--- src/rtl/box_mean_pkg.sv ---
package box_mean_pkg;
  localparam int unsigned TAPS      = 9;   // 3x3 neighbourhood
  localparam int unsigned DIV_SHIFT = 16;  // reciprocal precision
  localparam int unsigned COEF      = 1;   // uniform box weight
endpackage

--- src/rtl/box_mean_weight_stage.sv ---
module box_mean_weight_stage #(
  parameter int unsigned PIX_W = 8,
  parameter int unsigned TAPS  = box_mean_pkg::TAPS
) (
  input  logic                  clk_i,
  input  logic                  rst_ni,
  input  logic                  valid_i,
  input  logic [TAPS*PIX_W-1:0] win_i,
  output logic                  valid_o,
  output logic [TAPS*PIX_W-1:0] taps_o
);
  localparam logic [PIX_W-1:0] COEF = PIX_W'(box_mean_pkg::COEF);

  for (genvar t = 0; t < TAPS; t++) begin : g_tap
    logic [PIX_W-1:0] tap_q;
    always_ff @(posedge clk_i or negedge rst_ni) begin
      if (!rst_ni)      tap_q <= '0;
      else if (valid_i) tap_q <= PIX_W'(win_i[t*PIX_W +: PIX_W] * COEF);
    end
    assign taps_o[t*PIX_W +: PIX_W] = tap_q;
  end

  always_ff @(posedge clk_i or negedge rst_ni) begin
    if (!rst_ni) valid_o <= 1'b0;
    else         valid_o <= valid_i;
  end
endmodule

--- src/rtl/box_mean_sum_div_stage.sv ---
module box_mean_sum_div_stage #(
  parameter int unsigned PIX_W = 8,
  parameter int unsigned TAPS  = box_mean_pkg::TAPS
) (
  input  logic                  clk_i,
  input  logic                  rst_ni,
  input  logic                  valid_i,
  input  logic [TAPS*PIX_W-1:0] taps_i,
  output logic                  valid_o,
  output logic [PIX_W-1:0]      pixel_o
);
  localparam int unsigned SHIFT  = box_mean_pkg::DIV_SHIFT;
  localparam int unsigned SUM_W  = $clog2(TAPS * ((1 << PIX_W) - 1) + 1);
  localparam int unsigned PROD_W = SUM_W + SHIFT;
  // ceil(2^SHIFT / TAPS): exact floor division over the whole sum range
  localparam logic [PROD_W-1:0] RECIP = PROD_W'(((1 << SHIFT) + TAPS - 1) / TAPS);

  logic [SUM_W-1:0]  sum_d;
  logic [PROD_W-1:0] prod_d;
  logic [PROD_W-1:0] quot_d;

  always_comb begin
    sum_d = '0;
    for (int t = 0; t < TAPS; t++) sum_d = sum_d + SUM_W'(taps_i[t*PIX_W +: PIX_W]);
  end

  assign prod_d = PROD_W'(sum_d) * RECIP;
  assign quot_d = prod_d >> SHIFT;

  always_ff @(posedge clk_i or negedge rst_ni) begin
    if (!rst_ni) begin
      valid_o <= 1'b0;
      pixel_o <= '0;
    end else begin
      valid_o <= valid_i;
      if (valid_i) pixel_o <= PIX_W'(quot_d);
    end
  end
endmodule

--- src/rtl/box_mean3x3.sv ---
module box_mean3x3 #(
  parameter int unsigned PIX_W = 8,
  parameter int unsigned TAPS  = box_mean_pkg::TAPS
) (
  input  logic                  clk_i,
  input  logic                  rst_ni,
  input  logic                  valid_i,
  input  logic [TAPS*PIX_W-1:0] win_i,
  output logic                  valid_o,
  output logic [PIX_W-1:0]      pixel_o
);
  logic                  s1_valid;
  logic [TAPS*PIX_W-1:0] s1_taps;

  box_mean_weight_stage #(.PIX_W(PIX_W), .TAPS(TAPS)) u_weight (
    .clk_i   (clk_i),
    .rst_ni  (rst_ni),
    .valid_i (valid_i),
    .win_i   (win_i),
    .valid_o (s1_valid),
    .taps_o  (s1_taps)
  );

  box_mean_sum_div_stage #(.PIX_W(PIX_W), .TAPS(TAPS)) u_sum_div (
    .clk_i   (clk_i),
    .rst_ni  (rst_ni),
    .valid_i (s1_valid),
    .taps_i  (s1_taps),
    .valid_o (valid_o),
    .pixel_o (pixel_o)
  );
endmodule

--- config.mk ---
export PLATFORM = sky130hd
export DESIGN_NAME = box_mean3x3
export DESIGN_NICKNAME = d
export VERILOG_FILES = /design/src/rtl/box_mean_pkg.sv /design/src/rtl/box_mean_weight_stage.sv /design/src/rtl/box_mean_sum_div_stage.sv /design/src/rtl/box_mean3x3.sv
export SDC_FILE = /design/constraint.sdc
export NUM_CORES = 1
export LEC_CHECK = 0
export BUFFER_PORTS_ARGS = -buffer_cell sky130_fd_sc_hd__clkbuf_2
export CAP_MARGIN = 15
export CORE_MARGIN = 2
export CORE_UTILIZATION = 45
export DETAILED_ROUTE_END_ITERATION = 7
export GPL_TIMING_DRIVEN = 0
export PLACE_DENSITY_LB_ADDON = 0.3
export SLEW_MARGIN = 25
export SYNTH_ARGS = -nofsm -noshare
export SYNTH_HDL_FRONTEND = slang
export SYNTH_SLANG_ARGS = --single-unit
--- constraint.sdc ---
create_clock -name clk_i -period 12.1 [get_ports clk_i]
set_input_delay 0.605 -clock clk_i [delete_from_list [all_inputs] [get_ports clk_i]]
set_output_delay 0.605 -clock clk_i [all_outputs]
set_load 0.05 [all_outputs]
==> metrics.md <==
| Metric | Value |
|---|---|
| Tmin final | `roughly 9600 ps` |
| Chip Width | `129.0 um` |
| Headroom to the max-slew limit | `0.4828` |
| Post-DRT Antenna Nets | `0` |
| EDFF count, synth | `0` |
| Clock Root Buffer | `clkbuf_16` |
| Routability Congestion | `between 0.8 and 0.9` |
| Fin crit share | `0.7967` |
| Setup CP Type | `flop to flop` |
| Synth top area cells | `dfrtp_1 29%, fa_1 21%, ha_1 15%, mux2_2 8.8%, inv_1 7.5%` |
| # fillers | `roughly 1400` |
| Initial antenna violation count | `0` |
| Avg Cell Area, Syn | `10.84 sq um` |
| Synth warn | `0` |
| Slowest stage delay, CP | `540 ps` |
| DRT iter0 DRCs | `around 210` |
| Initial core utilization | `0.4610` |
| Synth area leader | `dfrtp_1` |
| WP data required | `12350 ps` |
| Final hold violations | `0` |
| Final-stage net count | `~1000` |
| Cells after Synth | `649` |
| Yosys reg bits | `roughly 80` |
| ANT cells | `0` |
| Via density per instance | `5.000` |
| IO Count | `between 80 and 90` |
| First-pass GRT wire length | `about 25000 um` |
| Htree depth | `3` |
| Port bufs | `slightly above 80` |
| Max Slew Vio Count | `0` |
| Fraction of registers with async set/reset | `1.000` |
| Postcts setup bufs | `0` |
| Max-Cap Viols | `0` |
| Worst setup SP type | `flop` |
| Core area | `about 0.015 sq mm` |
| Outcome | `finished, final reports clean` |
| Post-synth top area share | `0.2917` |
| RSZ-0062 raised after global routing | `false` |
| Cts bufs inserted | `9` |
| Vias in the first global route | `around 5400` |
| Setup TNS | `0 ps` |
| Crit-path slowest cell | `fa_1` |
| Die area | `between 0.015 and 0.02 sq mm` |
| R2r startpoint | `u_weight.g_tap[0].tap_q[0]` |
| Final Setup Violations | `0` |
| Crit. Startpoint | `u_weight.g_tap[0].tap_q[0]` |
| Congestion Overflow GR | `0` |
| Post_cts resized | `0` |
| Reg2reg setup slack | `roughly 2500 ps` |
| Main synth FF type | `dfrtp_1` |
| Yosys cell types | `43` |
| Worst slew pin tran | `around 780 ps` |
| Clock sink total | `slightly above 80` |
| Post-Route Skew | `13.06 ps` |
| Share of cells above drive strength 1 | `0.2233` |
| Drt pass-1 iters | `4` |
| Largest net degree at the start of global routing | `83` |
| RR Endpoint | `u_sum_div.pixel_o[6]` |
| DRC | `0` |
| Drt wl/cell | `14.79 um` |
| Clk slew on worst S/H paths | `approximately 70 ps` |
| Worst r2r path cells | `36` |
| CP Max Fanout | `5` |
| Hold crit path type | `input pin to asynchronous set/reset pin` |
| # rows | `45` |
| Maximum root-to-sink buffer count | `2` |
| Total global-route track usage | `0.1866` |
| Detailed Place HPWL | `between 10000 and 15000 um` |
| CTS Hold Bufs | `0` |
| Crit-path most repeated cell | `fa_1` |
| CTS tree | `done` |
| Worst-Skew Late Latency | `between 300 and 400 ps` |
| Crit path capture type | `flop` |
| Fmax | `103.7 MHz` |
| Hold slack | `around 300 ps` |
| Die Ht | `129.0 um` |
| Synth Net Count | `slightly below 900` |
| Seq/Total Area, Yosys | `0.2917` |
| Wirelength, routed | `14180 um` |
| Via count of the routed design | `between 4000 and 5000` |
| CP arrival | `around 9900 ps` |
| Cell area after synthesis | `0.007034 sq mm` |
| Synthesis-to-finish area growth | `14.07%` |
==> synthesized netlist by cell type (all sizes together) (4+ instances only) <==
cell      n
o21a      6
mux2     55
fa       75
o21ai    37
dfrtp    82
inv     141
a21o      6
xnor2    19
clkbuf   10
o21bai    4
a211oi    6
nand4     4
nand3     6
nand2    39
nor3      7
ha       86
nor2     13
a21oi    19
xor2      5
o31ai     6
==> registers in the layout (all words and copies together), names as in the netlist <==
signal                flops
u_weight.g_tap.tap_q     72
u_sum_div.pixel_o         8
u_sum_div.valid_o         1
u_weight.valid_o          1
==> through the flow <==
stage	setup WS, ps	std cells	area, sq um	util
floorplan	3341	649	7034	-
global placement	2505	943	7714	0.5055
detailed placement	2459	943	7722	0.5061
CTS	2397	959	8024	0.5259
global route	1794	959	8024	0.5259
finish	2460	959	8024	0.5259
==> worst max-delay path by stage <==
stage | end | slack [ps] | cells past startpoint
final | u_sum_div.pixel_o[6] | 2460 | 36
after global routing | u_sum_div.pixel_o[6] | 1790 | 36
after CTS | u_sum_div.pixel_o[6] | 2400 | 36
after detailed placement | u_sum_div.pixel_o[6] | 2460 | 36
after global placement | u_sum_div.pixel_o[6] | 2510 | 36
after floorplan | u_sum_div.pixel_o[2] | 3340 | 36
==> kinds of logic (layout without fill, tap and decap cells) <==
group,Yosys count,in the layout,share of synthesized area
adders and majority gates,161,161,0.3664
buffers and inverters,152,251,0.08111
AOI/OAI and AO/OA,97,97,0.09107
DFF,82,82,0.2917
and+or+nand+nor,78,78,0.04963
muxes,55,55,0.08805
xor gates and xnor gates,24,24,0.03202
==> metal layers <==
| layer | part of all wire | wire length [um] | global-route usage | vias to the layer above |
|---|---|---|---|---|
| met1 | 0.43 | 6100 | 0.2371 | 2404 |
| met4 | 0.015 | 214 | 0.05307 | 0 |
| li1 | - | - | - | 2296 |
| met5 | 0 | 0 | 0 | - |
| met3 | 0.035 | 494 | 0.03055 | 16 |
| met2 | 0.52 | 7372 | 0.3308 | 79 |
==> layout make-up <==
type                            count  area, sq um  area share
Clock buffer                        9        225.2     0.02807
Tap cell                          211        264.0     0.03290
Buffer                             11        41.29    0.005146
Sequential cell                    82         2052      0.2557
Multi-Input combinational cell    415         4412      0.5498
Inverter                          141        529.3     0.06596
Clock inverter                      7        76.32    0.009512
Timing Repair Buffer               83        424.2     0.05286
==> cells in the final DEF (no fill, tap or decap), drive strengths merged, types with 2 or more instances in the layout <==
cell type,netlist,final
a211oi,6,6
a21o,6,6
a21oi,19,19
a221oi,2,2
a31oi,3,3
and2,3,3
clkbuf,10,102
clkinv,0,2
dfrtp,82,82
fa,75,75
ha,86,86
inv,141,146
mux2,55,55
nand2,39,39
nand2b,2,2
nand3,6,6
nand4,4,4
nor2,13,13
nor2b,3,3
nor3,7,7
o21a,6,6
o21ai,37,37
o21bai,4,4
o31ai,6,6
o41ai,2,2
xnor2,19,19
xor2,5,5
==> worst max-delay path: cells and delay by family (launching register included) <==
family | cells | cell delay [ps]
adders and majority gates | 13 | 5830
AOI/OAI and AO/OA | 10 | 1780
and+or+nand+nor | 3 | 480
DFF | 1 | 390
xor gates and xnor gates | 2 | 540
buffers and inverters | 8 | 540
Power is left out: the tool's default activity adds up to more than one toggle a clock period on the data nets, which glitch-free logic cannot reach.
